`config.mk`:
```
export PLATFORM = sky130hd
export DESIGN_NAME = sema_rmw_unit
export DESIGN_NICKNAME = d
export VERILOG_FILES = /design/src/rtl/sema_pkg.sv /design/src/rtl/sema_rst_sync.sv /design/src/rtl/sema_fault_check.sv /design/src/rtl/sema_modify.sv /design/src/rtl/sema_mem.sv /design/src/rtl/sema_rmw_unit.sv
export SDC_FILE = /design/constraint.sdc
export NUM_CORES = 2
export LEC_CHECK = 0
export ABC_AREA = 0
export BUFFER_PORTS_ARGS = -buffer_cell sky130_fd_sc_hd__buf_4
export CORE_UTILIZATION = 46
export DETAILED_ROUTE_END_ITERATION = 6
export GPL_ROUTABILITY_DRIVEN = 0
export MAX_ROUTING_LAYER = met4
export PLACE_DENSITY = 0.62
export SETUP_SLACK_MARGIN = 0.3
export SLEW_MARGIN = 20
export SYNTH_ARGS = -nofsm -noshare
export SYNTH_HDL_FRONTEND = slang
export SYNTH_SLANG_ARGS = --single-unit
```
`constraint.sdc`:
```
create_clock -name clk -period 26 [get_ports clk]
set_input_delay 5.2 -clock clk [delete_from_list [all_inputs] [get_ports clk]]
set_output_delay 5.2 -clock clk [all_outputs]
set_load 0.005 [all_outputs]
```
`src/rtl/sema_pkg.sv`:
```
package sema_pkg;
  localparam int DATA_W = 64;

  typedef enum logic [1:0] {
    OP_SWAP  = 2'b00,
    OP_CAS   = 2'b01,
    OP_FADD  = 2'b10,
    OP_RSVD  = 2'b11
  } sema_op_e;

  typedef enum logic [1:0] {
    ATTR_WB   = 2'b00,
    ATTR_UC   = 2'b01,
    ATTR_UCE  = 2'b10,
    ATTR_RSVD = 2'b11
  } mem_attr_e;

  typedef enum logic [1:0] {
    FLT_NONE    = 2'b00,
    FLT_UNSUP   = 2'b01,
    FLT_UNALIGN = 2'b10,
    FLT_LOCK    = 2'b11
  } fault_e;

  typedef enum logic [2:0] {
    ST_IDLE   = 3'd0,
    ST_CHECK  = 3'd1,
    ST_READ   = 3'd2,
    ST_MODIFY = 3'd3,
    ST_WRITE  = 3'd4,
    ST_DONE   = 3'd5
  } seq_state_e;

  typedef struct packed {
    sema_op_e  op;
    logic [1:0] size;
    mem_attr_e attr;
    logic      legacy;
    logic      lock_ctl;
  } req_ctl_t;
endpackage

```
`src/rtl/sema_rst_sync.sv`:
```
module sema_rst_sync #(
  parameter int STAGES = 2
) (
  input  logic clk,
  input  logic arst_n,
  output logic srst_n
);
  logic [STAGES-1:0] sync_q;

  generate
    if (STAGES == 1) begin : g_single
      always_ff @(posedge clk or negedge arst_n) begin
        if (!arst_n) sync_q <= 1'b0;
        else         sync_q <= 1'b1;
      end
    end else begin : g_chain
      always_ff @(posedge clk or negedge arst_n) begin
        if (!arst_n) sync_q <= '0;
        else         sync_q <= {sync_q[STAGES-2:0], 1'b1};
      end
    end
  endgenerate

  assign srst_n = sync_q[STAGES-1];
endmodule

```
`src/rtl/sema_fault_check.sv`:
```
module sema_fault_check
  import sema_pkg::*;
#(
  parameter bit EXPORT_FADD = 1'b1
) (
  input  req_ctl_t   ctl,
  input  logic [2:0] byte_off,
  output fault_e     fault_code
);
  logic misaligned;
  logic attr_ok;
  logic op_ok;
  logic intercept;

  always_comb begin
    unique case (ctl.size)
      2'd0:    misaligned = 1'b0;
      2'd1:    misaligned = byte_off[0];
      2'd2:    misaligned = |byte_off[1:0];
      default: misaligned = |byte_off;
    endcase
  end

  always_comb begin
    op_ok     = (ctl.op != OP_RSVD);
    attr_ok   = (ctl.attr == ATTR_WB) ||
                (EXPORT_FADD && (ctl.attr == ATTR_UCE) && (ctl.op == OP_FADD));
    intercept = ctl.legacy && ctl.lock_ctl &&
                ((ctl.attr != ATTR_WB) || misaligned);
  end

  always_comb begin
    if (intercept)               fault_code = FLT_LOCK;
    else if (!attr_ok || !op_ok) fault_code = FLT_UNSUP;
    else if (misaligned)         fault_code = FLT_UNALIGN;
    else                         fault_code = FLT_NONE;
  end
endmodule

```
`src/rtl/sema_modify.sv`:
```
module sema_modify
  import sema_pkg::*;
(
  input  logic [DATA_W-1:0] word_in,
  input  logic [2:0]        byte_off,
  input  logic [1:0]        size,
  input  sema_op_e          op,
  input  logic [DATA_W-1:0] operand,
  input  logic [DATA_W-1:0] compare,
  output logic [DATA_W-1:0] old_lane,
  output logic [DATA_W-1:0] word_out
);
  logic [DATA_W-1:0] lane_mask;
  logic [DATA_W-1:0] new_lane;
  logic [5:0]        bit_sh;

  always_comb begin
    unique case (size)
      2'd0:    lane_mask = 64'h0000_0000_0000_00FF;
      2'd1:    lane_mask = 64'h0000_0000_0000_FFFF;
      2'd2:    lane_mask = 64'h0000_0000_FFFF_FFFF;
      default: lane_mask = 64'hFFFF_FFFF_FFFF_FFFF;
    endcase
  end

  always_comb begin
    bit_sh   = {byte_off, 3'b000};
    old_lane = (word_in >> bit_sh) & lane_mask;
    unique case (op)
      OP_SWAP: new_lane = operand;
      OP_CAS:  new_lane = (old_lane == (compare & lane_mask)) ? operand : old_lane;
      OP_FADD: new_lane = old_lane + operand;
      default: new_lane = old_lane;
    endcase
    word_out = (word_in & ~(lane_mask << bit_sh)) |
               ((new_lane & lane_mask) << bit_sh);
  end
endmodule

```
`src/rtl/sema_mem.sv`:
```
module sema_mem #(
  parameter int DEPTH = 16,
  parameter int WIDTH = 64,
  localparam int IDX_W = $clog2(DEPTH)
) (
  input  logic             clk,
  input  logic             en,
  input  logic             we,
  input  logic [IDX_W-1:0] idx,
  input  logic [WIDTH-1:0] wdata,
  output logic [WIDTH-1:0] rdata
);
  logic [WIDTH-1:0] store [DEPTH];

  always_ff @(posedge clk) begin
    if (en) begin
      if (we) store[idx] <= wdata;
      else    rdata      <= store[idx];
    end
  end
endmodule

```
`src/rtl/sema_rmw_unit.sv`:
```
module sema_rmw_unit
  import sema_pkg::*;
#(
  parameter int DEPTH       = 16,
  parameter bit EXPORT_FADD = 1'b1,
  localparam int IDX_W  = $clog2(DEPTH),
  localparam int ADDR_W = IDX_W + 3
) (
  input  logic              clk,
  input  logic              rst_n,
  input  logic              req_valid,
  output logic              req_ready,
  input  logic [1:0]        req_op,
  input  logic [ADDR_W-1:0] req_addr,
  input  logic [1:0]        req_size,
  input  logic [1:0]        req_attr,
  input  logic              req_legacy,
  input  logic              req_lock_ctl,
  input  logic [63:0]       req_operand,
  input  logic [63:0]       req_compare,
  output logic              done,
  output logic [63:0]       old_value,
  output logic [1:0]        fault,
  input  logic              ext_req,
  input  logic              ext_we,
  input  logic [IDX_W-1:0]  ext_idx,
  input  logic [63:0]       ext_wdata,
  output logic              ext_gnt,
  output logic [63:0]       ext_rdata
);
  logic rst_sync_n;

  sema_rst_sync #(.STAGES(2)) u_rst_sync (
    .clk    (clk),
    .arst_n (rst_n),
    .srst_n (rst_sync_n)
  );

  seq_state_e        state_q, state_d;
  req_ctl_t          ctl_q;
  logic [ADDR_W-1:0] addr_q;
  logic [DATA_W-1:0] operand_q, compare_q;
  fault_e            fault_q, fault_d;
  logic [DATA_W-1:0] old_q, old_d;
  logic [DATA_W-1:0] new_word_q;
  logic [DATA_W-1:0] mem_rdata;
  logic [DATA_W-1:0] lane_old, word_new;

  logic accept, ld_fault, ld_old, ld_new;
  logic atomic_rd, atomic_wr;
  logic mem_en, mem_we;
  logic [IDX_W-1:0]  mem_idx;
  logic [DATA_W-1:0] mem_wdata;

  assign req_ready = (state_q == ST_IDLE);
  assign accept    = req_valid && req_ready;

  sema_fault_check #(.EXPORT_FADD(EXPORT_FADD)) u_fault_check (
    .ctl        (ctl_q),
    .byte_off   (addr_q[2:0]),
    .fault_code (fault_d)
  );

  sema_modify u_modify (
    .word_in  (mem_rdata),
    .byte_off (addr_q[2:0]),
    .size     (ctl_q.size),
    .op       (ctl_q.op),
    .operand  (operand_q),
    .compare  (compare_q),
    .old_lane (lane_old),
    .word_out (word_new)
  );

  // next-state
  always_comb begin
    state_d = state_q;
    unique case (state_q)
      ST_IDLE:   if (req_valid) state_d = ST_CHECK;
      ST_CHECK:  state_d = (fault_d != FLT_NONE) ? ST_DONE : ST_READ;
      ST_READ:   state_d = ST_MODIFY;
      ST_MODIFY: state_d = ST_WRITE;
      ST_WRITE:  state_d = ST_DONE;
      ST_DONE:   state_d = ST_IDLE;
      default:   state_d = ST_IDLE;
    endcase
  end

  // clock enables and data selects
  always_comb begin
    ld_fault = (state_q == ST_CHECK);
    ld_old   = (state_q == ST_CHECK) || (state_q == ST_MODIFY);
    ld_new   = (state_q == ST_MODIFY);
    old_d    = (state_q == ST_MODIFY) ? lane_old : '0;
  end

  always_ff @(posedge clk or negedge rst_sync_n) begin
    if (!rst_sync_n) state_q <= ST_IDLE;
    else             state_q <= state_d;
  end

  always_ff @(posedge clk or negedge rst_sync_n) begin
    if (!rst_sync_n) begin
      ctl_q     <= '0;
      addr_q    <= '0;
      operand_q <= '0;
      compare_q <= '0;
    end else if (accept) begin
      ctl_q     <= '{op: sema_op_e'(req_op), size: req_size,
                     attr: mem_attr_e'(req_attr), legacy: req_legacy,
                     lock_ctl: req_lock_ctl};
      addr_q    <= req_addr;
      operand_q <= req_operand;
      compare_q <= req_compare;
    end
  end

  always_ff @(posedge clk or negedge rst_sync_n) begin
    if (!rst_sync_n)   fault_q <= FLT_NONE;
    else if (ld_fault) fault_q <= fault_d;
  end

  always_ff @(posedge clk or negedge rst_sync_n) begin
    if (!rst_sync_n) old_q <= '0;
    else if (ld_old) old_q <= old_d;
  end

  always_ff @(posedge clk or negedge rst_sync_n) begin
    if (!rst_sync_n) new_word_q <= '0;
    else if (ld_new) new_word_q <= word_new;
  end

  // memory port arbitration: atomic sequence owns the port from READ to WRITE
  always_comb begin
    atomic_rd = (state_q == ST_READ);
    atomic_wr = (state_q == ST_WRITE);
    ext_gnt   = ext_req && (((state_q == ST_IDLE) && !req_valid) ||
                            (state_q == ST_DONE));
    mem_en    = atomic_rd || atomic_wr || ext_gnt;
    mem_we    = atomic_wr || (ext_gnt && ext_we);
    mem_idx   = (atomic_rd || atomic_wr) ? addr_q[ADDR_W-1:3] : ext_idx;
    mem_wdata = atomic_wr ? new_word_q : ext_wdata;
  end

  sema_mem #(.DEPTH(DEPTH), .WIDTH(DATA_W)) u_mem (
    .clk   (clk),
    .en    (mem_en),
    .we    (mem_we),
    .idx   (mem_idx),
    .wdata (mem_wdata),
    .rdata (mem_rdata)
  );

  assign done      = (state_q == ST_DONE);
  assign old_value = old_q;
  assign fault     = fault_q;
  assign ext_rdata = mem_rdata;
endmodule

```
==> flow_metrics.tcl <==
set metrics [dict create \
    dpl.cell_count 6447 \
    post_cts_resized 0 \
    drt-pass1-iter-count 7 \
    netlist_instances 4478 \
    synth_top_flop_cell "edfxtp_1" \
    yosysWarnings 0 \
    die_y_um 373.5 \
    grt_max_degree 162 \
    cts-root-buf "clkbuf_16" \
    holdWs_ns 0.3515 \
    drtIter0Drc 6454 \
    worstPathRequired_ns 20.80 \
    tightestPinTransition_ns 1.231 \
    final_core_util_pct 53.74 \
    clock_skew_ns 0.07552 \
    ff_latch_area_um2 39640 \
    initial_core_util_pct 46.63 \
    drive_gt1_share_pct 25.19 \
    violations "DRC" \
    grt_pass1_vias 42150 \
    synth_top_area_cell "edfxtp_1" \
    slew-limit-headroom_pct 17.64 \
    powerDensity_nw_per_um2 137.0 \
    status "finished with violations" \
    setup-violations-final 0 \
    critPathMaxStageDelay_ns 0.17 \
    synth_edf_count 1088 \
    syn_to_final_growth_pct 15.25 \
    routed_wl_mm 231.6 \
    cts_buffers 145 \
    multi_input_area_um2 22590 \
    clock_latency_ns 0.82 \
    fin_nets 5105 \
    final-hold-violation-count 0 \
    yosys.area.top_type_share_pct 51.46 \
    syn_avg_cell_area_um2 14.18 \
    ios 349 \
    drc_errors 25 \
    synth_area_leaders "edfxtp_1 (51%), dfrtp_1 (11%), mux4_2 (9.7%)" \
    vias 44820 \
    die-area_um2 139500 \
    grt_overflow 0 \
    antenna_found_initial 20 \
    yosys-top-cells-count "edfxtp_1 (1088), nand2_1 (497), dfrtp_1 (278)" \
    hpwlAfterDp_mm 150.9 \
    synth.most_common_cell "edfxtp_1" \
    start_kind "input port" \
    holdCritPathClass "flop to flop" \
    ant_nets 0 \
    async_reset_ff_share_pct 20.35 \
    cts.path.max_buffers 3 \
    setup.worst_path.end_class "output port" \
    core_area_um2 136100 \
    ys_seq_area_share_pct 62.42 \
    ys_ff_latch 1366 \
    ys_types 106 \
    grt.total_usage_pct 33.80 \
    crit_type "input port to output port" \
    critPathTopFamily "buffers and inverters" \
    wire_per_inst_um 34.45 \
    htree_levels 4 \
    fin_cells 6723 \
    viasPerCell 6.667 \
    period_share_pct 42.43 \
    fmax_mhz 90.64 \
    critPathMostFrequentCell "buf_4" \
    drv_slew 0 \
    vdd_drop_max_v 0.0001111 \
    ctsHoldBuffers 0 \
    rsz0062_at_grt "false" \
    rows 135 \
    crit_fanout 3 \
    cts_tree "done" \
    postCtsSetupRepairBufs 0 \
    cts_sinks 1366 \
    synth_area_um2 63490 \
    worst-path-buf-inv 3 \
    grt_pass1_wl_mm 322.3 \
    die_w_um 373.5 \
    portBuffers 348 \
    nFillCells 11210 \
    p_leak_nw 26.55 \
    period_needed_ns 11.03 \
    cp_data_arrival_time_ns 5.83 \
    setup_tns_ns 0 \
    path_cells "buf_4 > nor4_1 > o21ai_0 > inv_1 > buf_4" \
    crit_slowest_cell "nor4_1" \
    cts.reportedPaths.clkPinSlew_ns 0.05 \
    maxCapViolCount 0 \
    syn_nets 4770 \
]
-- power breakdown --
group	switching [mW]	internal (mW)	total, mW	leakage [nW]
sequential	0.486	2.92	3.41	13.3
combinational	2.92	1.60	4.53	11.0
clock	0.908	1.18	2.09	2.28
total	4.32	5.70	10.0	26.6
-- cells by family after synthesis --
kind of cell | count (synthesis) | synth area share, %
flip-flops | 1366 | 62.42
AND/OR/NAND/NOR | 1074 | 7.720
AO/OA/AOI/OAI | 967 | 10.37
multiplexers | 572 | 14.83
buffers and inverters | 365 | 2.361
adder cells (fa/ha/maj) | 76 | 1.510
XOR/XNOR | 57 | 0.7864
other | 1 | 0.005907
-- per-stage QoR --
| step | worst slack (ns) | power [mW] | cell area, um^2 |
|---|---|---|---|
| floorplan | 14.12 | 6.010 | 63490 |
| global placement | 14.88 | 7.708 | 68300 |
| detailed placement | 14.97 | 7.752 | 68300 |
| CTS | 14.96 | 9.856 | 73110 |
| global route | 14.87 | 10.32 | 73150 |
| finish | 14.97 | 10.02 | 73170 |
-- cells in the final DEF, fill, tap and decap left out, types with 25 or more instances in the layout --
cell       synthesis  layout
edfxtp_1        1088    1088
nand2_1          497     496
buf_4              7     463
mux4_2           273     273
dfrtp_1          278     273
nor2_1           226     224
mux2_2           209     205
o21ai_0          203     202
a21oi_1          188     187
clkbuf_16          0     145
a31oi_1           94      94
mux2i_1           86      84
inv_1             84      84
and3_1            82      82
ha_1              75      75
a21o_1            55      55
a211oi_1          44      44
o22ai_1           41      41
nand3_1           37      37
clkbuf_1         194      35
a22o_1            34      34
nor3_1            51      33
xnor2_1           32      32
clkinv_1           1      31
nand4_1           31      31
o211ai_1          26      26
o21a_1            26      26
xor2_1            25      25
-- final cells by class --
type	instances	area share, %
clock buffers	185	5.233
inverters	87	0.4463
diodes	15	0.05130
flip-flops and latches	1366	54.18
well taps	1781	3.046
clock inverters	76	1.336
repair buffers	466	4.833
multi-input cells	2747	30.88
-- flip-flops by register name, summed over array words and instances (netlist names) --
| name | count |
|---|---|
| operand_q | 64 |
| u_mem.store | 1024 |
| compare_q | 64 |
| old_value | 64 |
| u_rst_sync.sync_q | 2 |
| addr_q | 7 |
| fault | 2 |
| new_word_q | 64 |
| state_q | 3 |
| ctl_q | 8 |
| u_mem.rdata | 64 |
-- metal layers --
metal / wire length, um / up-vias / part of all wire (%) / track usage [%]
met5: 0 / - / 0 / -
met4: 14640 / 0 / 6.3 / 17.55
met3: 26570 / 725 / 11 / 8.423
met2: 104700 / 3167 / 45 / 49.90
met1: 85670 / 22730 / 37 / 43.25
li1: - / 18200 / - / -
-- worst paths after layout --
check / slack [ns] / endpoint / cells past startpoint / from
max: 14.97 / ext_gnt / 5 / req_valid
min: 0.35 / u_rst_sync.sync_q[1]$_DFF_PN0_ / 0 / u_rst_sync.sync_q[0]$_DFF_PN0_
max reg2reg: 18.14 / new_word_q[58]$_DFFE_PN0P_ / 20 / addr_q[1]$_DFFE_PN0P_
min reg2reg: 0.35 / u_rst_sync.sync_q[1]$_DFF_PN0_ / 0 / u_rst_sync.sync_q[0]$_DFF_PN0_
max in group asynchronous: 21.69 / u_rst_sync.sync_q[1]$_DFF_PN0_ / 1 / rst_n
min in group asynchronous: 0.42 / operand_q[15]$_DFFE_PN0P_ / 0 / u_rst_sync.sync_q[1]$_DFF_PN0_
(Power assumes the default switching activity.)
